### config.mk
export PLATFORM = sky130hd
export DESIGN_NAME = blkxfer_seq
export DESIGN_NICKNAME = d
export VERILOG_FILES = /design/src/rtl/blkxfer_seq.sv
export SDC_FILE = /design/constraint.sdc
export NUM_CORES = 1
export LEC_CHECK = 0
export CAP_MARGIN = 20
export CORE_MARGIN = 2
export CORE_UTILIZATION = 40
export DETAILED_ROUTE_END_ITERATION = 16
export MAX_ROUTING_LAYER = met4
export PLACE_DENSITY_LB_ADDON = 0.05
export SYNTH_ARGS = -nofsm -noshare
export SYNTH_HDL_FRONTEND = slang
export SYNTH_SLANG_ARGS = --single-unit
### constraint.sdc
create_clock -name clk -period 3.4 [get_ports clk]
set_input_delay 0.34 -clock clk [delete_from_list [all_inputs] [get_ports clk]]
set_output_delay 0.34 -clock clk [all_outputs]
set_load 0.05 [all_outputs]
### src/rtl/blkxfer_seq.sv
module blkxfer_seq #(
  parameter int AW       = 16,
  parameter int DW       = 8,
  parameter int CW       = 16,
  parameter int T_FINAL  = 16,
  parameter int T_REPEAT = 21
) (
  input  logic          clk,
  input  logic          rst_n,
  input  logic          start,
  input  logic          op_cmp,
  input  logic          dir_dn,
  input  logic          rpt_en,
  input  logic [AW-1:0] src_in,
  input  logic [AW-1:0] dst_in,
  input  logic [CW-1:0] cnt_in,
  input  logic [DW-1:0] acc_in,
  input  logic [7:0]    flags_in,
  input  logic          irq_pend,
  output logic          mem_req,
  output logic          mem_we,
  output logic [AW-1:0] mem_addr,
  output logic [DW-1:0] mem_wdata,
  input  logic [DW-1:0] mem_rdata,
  input  logic          mem_ack,
  output logic [AW-1:0] src_out,
  output logic [AW-1:0] dst_out,
  output logic [CW-1:0] cnt_out,
  output logic [7:0]    flags_out,
  output logic          busy,
  output logic          done,
  output logic          reexec
);
  localparam int TW = $clog2(T_REPEAT + 1);

  typedef enum logic [2:0] {ST_IDLE, ST_RD, ST_GAP, ST_WR, ST_EVAL, ST_PAD} st_t;

  st_t           st;
  logic [AW-1:0] src_q, dst_q;
  logic [CW-1:0] cnt_q;
  logic [DW-1:0] acc_q, data_q;
  logic [7:0]    flg_q;
  logic          cmp_q, dn_q, rpt_q, rep_q, done_q, reexec_q;
  logic [TW-1:0] tcnt;

  logic [AW-1:0] step;
  logic [CW-1:0] cnt_nx;
  logic [DW-1:0] diff, nsum;
  logic          hc, hit, cnz, rep_nx, budget_end;
  logic [7:0]    flg_nx;

  assign step   = dn_q ? {AW{1'b1}} : AW'(1);
  assign cnt_nx = cnt_q - CW'(1);
  assign cnz    = cnt_nx != '0;
  assign diff   = acc_q - data_q;
  assign hc     = acc_q[3:0] < data_q[3:0];
  assign hit    = diff == '0;
  assign nsum   = cmp_q ? diff - DW'(hc) : data_q + acc_q;
  assign flg_nx = cmp_q ? {diff[DW-1], hit, nsum[1], hc, nsum[3], cnz, 1'b1, flg_q[0]}
                        : {flg_q[7], flg_q[6], nsum[1], 1'b0, nsum[3], cnz, 1'b0, flg_q[0]};
  assign rep_nx = rpt_q && cnz && !(cmp_q && hit);
  assign budget_end = tcnt >= (rep_q ? TW'(T_REPEAT - 1) : TW'(T_FINAL - 1));

  assign mem_req   = (st == ST_RD) || (st == ST_WR);
  assign mem_we    = st == ST_WR;
  assign mem_addr  = (st == ST_WR) ? dst_q : src_q;
  assign mem_wdata = data_q;

  assign src_out   = src_q;
  assign dst_out   = dst_q;
  assign cnt_out   = cnt_q;
  assign flags_out = flg_q;
  assign busy      = st != ST_IDLE;
  assign done      = done_q;
  assign reexec    = reexec_q;

  always_ff @(posedge clk) begin
    if (!rst_n) begin
      st       <= ST_IDLE;
      src_q    <= '0;
      dst_q    <= '0;
      cnt_q    <= '0;
      acc_q    <= '0;
      data_q   <= '0;
      flg_q    <= '0;
      cmp_q    <= 1'b0;
      dn_q     <= 1'b0;
      rpt_q    <= 1'b0;
      rep_q    <= 1'b0;
      tcnt     <= '0;
      done_q   <= 1'b0;
      reexec_q <= 1'b0;
    end else begin
      done_q   <= 1'b0;
      reexec_q <= 1'b0;
      if (st != ST_IDLE && tcnt != TW'(T_REPEAT))
        tcnt <= tcnt + TW'(1);
      case (st)
        ST_IDLE: if (start) begin
          src_q <= src_in;
          dst_q <= dst_in;
          cnt_q <= cnt_in;
          acc_q <= acc_in;
          flg_q <= flags_in;
          cmp_q <= op_cmp;
          dn_q  <= dir_dn;
          rpt_q <= rpt_en;
          rep_q <= 1'b0;
          tcnt  <= '0;
          st    <= ST_RD;
        end
        ST_RD: if (mem_ack) begin
          data_q <= mem_rdata;
          st     <= cmp_q ? ST_EVAL : ST_GAP;
        end
        ST_GAP: st <= ST_WR;
        ST_WR: if (mem_ack) st <= ST_EVAL;
        ST_EVAL: begin
          src_q <= src_q + step;
          if (!cmp_q) dst_q <= dst_q + step;
          cnt_q <= cnt_nx;
          flg_q <= flg_nx;
          rep_q <= rep_nx;
          st    <= ST_PAD;
        end
        ST_PAD: if (budget_end) begin
          if (rep_q && !irq_pend) begin
            tcnt <= '0;
            st   <= ST_RD;
          end else begin
            done_q   <= 1'b1;
            reexec_q <= rep_q;
            st       <= ST_IDLE;
          end
        end
        default: st <= ST_IDLE;
      endcase
    end
  end
endmodule


==> Word level (Yosys, flattened, before mapping) <==
Cells that the tools add are included.
Widths: inputs -> output; s select.
{ "classes": {"n_reduce_logical": 22, "n_bitwise": 4, "eq_ne": 12, "n_mux": 29, "div_mod_pow": 0, "magnitude_cmp": 2, "multipliers": 0, "add_sub_neg": 7, "shifts": 0} }
{ "op_table": {"columns": ["cell", "n"], "rows": [
  ["$mux 16", 6],
  ["$pmux 16 s2", 3],
  ["$add 16x16->16", 2],
  ["$mux 5", 5],
  ["$pmux 3 s6", 1],
  ["$mux 8", 2],
  ["$pmux 8 s2", 1],
  ["$reduce_bool 16->1", 1],
  ["$sub 16x1->16 const B", 1],
  ["$mux 3", 5],
  ["$reduce_and 3->1", 4],
  ["$ne 2x2->1 const B", 5],
  ["$pmux 5 s2", 1],
  ["$logic_not 8->1", 1],
  ["$sub 8x8->8", 1],
  ["$eq 3x2->1 const B", 2],
  ["$eq 3x3->1 const B", 2],
  ["$reduce_and 2->1", 3],
  ["$add 5x1->5 const B", 1],
  ["$ge 5x5->1", 1],
  ["$logic_and 1x1->1", 5],
  ["$ne 5x5->1 const B", 1],
  ["$add 4x4->4", 1],
  ["$lt 4x4->1", 1],
  ["other kinds (14)", 20]
]} }
{ "word_totals": {"regBits": 86, "romBits": 0, "mem_bits_rw": 0, "out_inout_bits": 85, "elab_cells": 92, "memories": 0, "latch_bits": 0} }

==> Longest topological paths before layout <==
{ "logic_depth": {"word_depth": 6, "mapped_depth": 9, "depth_no_buf": 9} }

==> Worst setup path before layout <==
OpenSTA, ideal clock, no wires.
{ "synth_timing": {"path_type": "flip-flop to output port", "start": "register st[0]", "end": "output port mem_addr[0]", "required_time_ns": 3.060, "stages_incl_launch_ff": 6, "setup_slack_ns": 0.061, "path_buffers": 1, "arrival_ns": 2.999, "cell_sequence": "dfxtp_1 > inv_1 > nor2_1 > nand2_1 > clkbuf_1 > o21ai_0"} }
{ "synth_between": {"elab_chain_len": 2} }
{ "synth_rtl": {"columns": ["element", "line", "rtl"], "rows": [
  ["start: declaration", "38", "st_t st;"],
  ["start signal: assignment", "114", "st <= cmp_q ? ST_EVAL : ST_GAP;"],
  ["$eq 3x2->1", "66", "assign mem_addr = (st == ST_WR) ? dst_q : src_q;"],
  ["$mux 16", "66", null],
  ["end: declaration", "22", "output logic [AW-1:0] mem_addr,"]
]} }
Every way passes these cells.

==> Worst setup path in the final report <==
{ "layout_timing": {"start": "register dn_q", "end": "register src_q[15], in the netlist src_out[15]"} }
{ "layout_between": {"elab_chain_len": 3} }
{ "layout_rtl": {"columns": ["element", "line", "rtl"], "rows": [
  ["start: declaration", "43", "logic cmp_q, dn_q, rpt_q, rep_q, done_q, reexec_q;"],
  ["start signal: assignment", "106", "dn_q <= dir_dn;"],
  ["$mux 16", "52", "assign step = dn_q ? {AW{1'b1}} : AW'(1);"],
  ["$add 16x16->16", "119", "src_q <= src_q + step;"],
  ["$pmux 16 s2", "98", "case (st)"],
  ["end signal: assignment", "100", "src_q <= src_in;"],
  ["end signal: assignment", "119", null],
  ["end: declaration", "39", "logic [AW-1:0] src_q, dst_q;"]
]} }
Every way passes these cells.
A chain may end at the register's enable or synchronous reset.

==> impl_metrics.json <==
{
  "fillers": 1434,
  "numPortBuffers": 164,
  "synth_edf_count": 0,
  "synth-simple-area-share": 0.242,
  "crit_chain": "buf_4 -> ha_1 -> and2_1 -> or2_2 -> a21oi_1 -> o31ai_1 -> a211o_1 -> o31a_1",
  "synth_area_um2": 6300,
  "worst-path-stages": 8,
  "grt_pass1_vias": 6471,
  "h-tree-depth": 3,
  "synth_cell_types": 68,
  "core_area_um2": 15300,
  "path_clk_slew_ns": 0.06,
  "drv_cap": 0,
  "wl_per_cell_um": 17.3,
  "clockBufferDepth": 2,
  "setup_viol": 0,
  "layout-drive-gt1-share": 0.0655,
  "powerDensity_nw_per_um2": 437,
  "synthMuxAreaShare": 0.0429,
  "place.gp.congestion": 0.935,
  "yosys-top-cells-count": "nand2_1 (115), dfxtp_1 (86), a21oi_1 (68)",
  "grt_max_degree": 43,
  "ff2ff_setup_slack_ns": 0.46,
  "drtIter0Drc": 428,
  "status": "finished, final reports clean",
  "rsz0062_at_grt": "no",
  "cp_slowest_cell": "dfxtp_1",
  "crit_type": "reg -> reg",
  "yosysMostFrequentCell": "nand2_1",
  "start_util": 0.412,
  "fin_setup_tns_ns": 0,
  "nets": 1086,
  "diodes": 0,
  "synth.ff_latch_count": 86,
  "regToRegEndpoint": "src_out[15]",
  "netlist_instances": 807,
  "yosysWarningCount": 0,
  "reg2reg_depth": 8,
  "fin_util": 0.556,
  "fin_area_um2": 8510,
  "synth_area_leaders": "dfxtp_1 (27%), ha_1 (9.1%), nand2_1 (6.8%)",
  "yosysSeqAreaShare": 0.273,
  "total_power_mw": 3.72,
  "yosys.area_share.adder": 0.101,
  "finalMaxSlewViolations": 0,
  "period_minus_slack_ns": 2.94,
  "ys.flop_type": "dfxtp_1",
  "startpoint_type": "flop",
  "p_leak_nw": 3.52,
  "syn_nets": 936,
  "synth_compound_area_frac": 0.261,
  "slowest_delay_ns": 0.61,
  "dr_total_vias": 6694,
  "crit_required_ns": 3.63,
  "critPathArrivalTime_ns": 3.17,
  "grt_remaining_overflow": 0,
  "die-area_um2": 16800,
  "first_pass_iters": 5,
  "track_usage": 0.249,
  "critPathLaunch": "dn_q",
  "dp.cells": 1157,
  "clock-skew-final_ns": 0.00784,
  "ctsHoldBuffers": 0,
  "antenna_left": 0,
  "critPathTopFamily": "compound AO/OA/AOI/OAI gates",
  "cts_tree": "done",
  "post-dp-hpwl_um": 14900,
  "synth_top_family_by_area": "compound AO/OA/AOI/OAI gates",
  "hp-class": "reg -> reg",
  "die_h_um": 130,
  "clk_latency_ns": 0.35,
  "irDropWorstVdd_mv": 0.277,
  "postPlaceCellArea_um2": 8180,
  "endpoint_kind": "flop",
  "worst_pin_slew_ns": 0.848,
  "synth_top_area_frac": 0.273,
  "period_share": 0.865,
  "cts_buffers": 9,
  "synthArstFlopShare": 0,
  "root_buffer": "clkbuf_16",
  "cts_setup_buffers": 0,
  "cts.sinks": 86,
  "synth-xor-area-share": 0.0361,
  "avgSynthCellArea_um2": 7.81,
  "r2r-start": "dn_q",
  "cp_max_fo": 15,
  "finalNonFillerCells": 1173,
  "die_x_um": 130,
  "antenna_found_initial": 0,
  "crit_buf_inv": 1,
  "io_pins": 165,
  "synthToLayoutAreaGrowth_pct": 35.1,
  "grt_pass1_wl_um": 32600,
  "cp-endpoint": "src_out[15]",
  "relSlewSlack": 0.433,
  "drt-total-wl_um": 20300,
  "synth_largest_area_cell": "dfxtp_1",
  "hold_viol": 0,
  "postCtsResizedCells": 0,
  "fmax_ghz": 0.340,
  "drc": 0,
  "fp-row-count": 45,
  "vias_per_cell": 5.71
}
==> through the flow <==
| step | hold slack (ns) | worst slack [ns] |
|---|---|---|
| after floorplan | 0.444 | 0.0611 |
| after global placement | 0.452 | 0.645 |
| after detailed placement | 0.460 | 0.512 |
| after CTS | 0.469 | 0.502 |
| after global routing | 0.501 | 0.307 |
| final | 0.468 | 0.460 |
==> layout make-up <==
type	instances	area, um^2	area share
clock buffers	12	236	0.0278
clock inverters	4	95.1	0.0112
inverters	29	109	0.0128
multi-input cells	651	4320	0.507
flip-flops and latches	86	1720	0.202
well taps	211	264	0.0310
repair buffers	180	1770	0.208
==> worst register-to-register path, stage by stage (launching register included) <==
cell	delay [ns]
dfxtp_1	0.61
buf_4	0.32
ha_1	0.32
and2_1	0.21
or2_2	0.29
a21oi_1	0.41
o31ai_1	0.15
a211o_1	0.30
o31a_1	0.23
==> worst min-delay path by stage <==
stage                      start      endpoint  slack (ns)  cells after the start
finish              flags_out[0]  flags_out[0]        0.47                      2
floorplan                  rpt_q         rpt_q        0.44                      2
global route            acc_q[4]      acc_q[4]        0.50                      2
CTS                 flags_out[0]  flags_out[0]        0.47                      2
global placement    flags_out[0]  flags_out[0]        0.45                      2
detailed placement  flags_out[0]  flags_out[0]        0.46                      2
==> placed cells by master (no fill, tap or decap), types with 8 or more instances in the layout <==
| master | n |
|---|---|
| nor3_1 | 22 |
| inv_1 | 29 |
| clkdlybuf4s50_1 | 163 |
| nor2b_1 | 24 |
| mux2_2 | 16 |
| a21o_1 | 9 |
| xor2_1 | 15 |
| nand3_1 | 26 |
| ha_1 | 46 |
| nor2_1 | 47 |
| a21boi_0 | 21 |
| o21ai_0 | 42 |
| o31ai_1 | 8 |
| mux2i_1 | 9 |
| nand2b_1 | 10 |
| xnor2_1 | 11 |
| a21oi_1 | 68 |
| nand2_1 | 115 |
| o211a_1 | 13 |
| nor4_1 | 11 |
| dfxtp_1 | 86 |
| buf_4 | 15 |
| and3_1 | 8 |
| clkbuf_16 | 9 |
| o21a_1 | 8 |
| or3_1 | 11 |
| o211ai_1 | 12 |
==> power by group <==
part           internal (mW)  switching, mW
combinational          0.546          0.827
clock                  0.719          0.427
sequential              1.09          0.114
==> logic make-up (layout without fill, tap and decap cells) <==
group / after synthesis / after routing
AOI/OAI and AO/OA: 243 / 243
xor gates and xnor gates: 26 / 26
adders and majority gates: 49 / 49
buffers and inverters: 70 / 225
DFF: 86 / 86
muxes: 25 / 25
and+or+nand+nor: 308 / 308
==> flip-flops by register name, indices dropped and copies added, names as in the netlist, 3 cells and up <==
signal and count:
st 3, cnt_out 16, flags_out 8, acc_q 8
dst_out 16, mem_wdata 8, src_out 16, tcnt 5
==> metal layers <==
| layer | track usage | routed length, um | vias to the layer above |
|---|---|---|---|
| met5 | - | 0 | - |
| met4 | 0.0582 | 277 | 0 |
| met3 | 0.0409 | 909 | 16 |
| met2 | 0.408 | 9560 | 192 |
| met1 | 0.323 | 9590 | 3227 |
| li1 | - | - | 3259 |
Note: power is estimated with default switching activity, not from simulation.
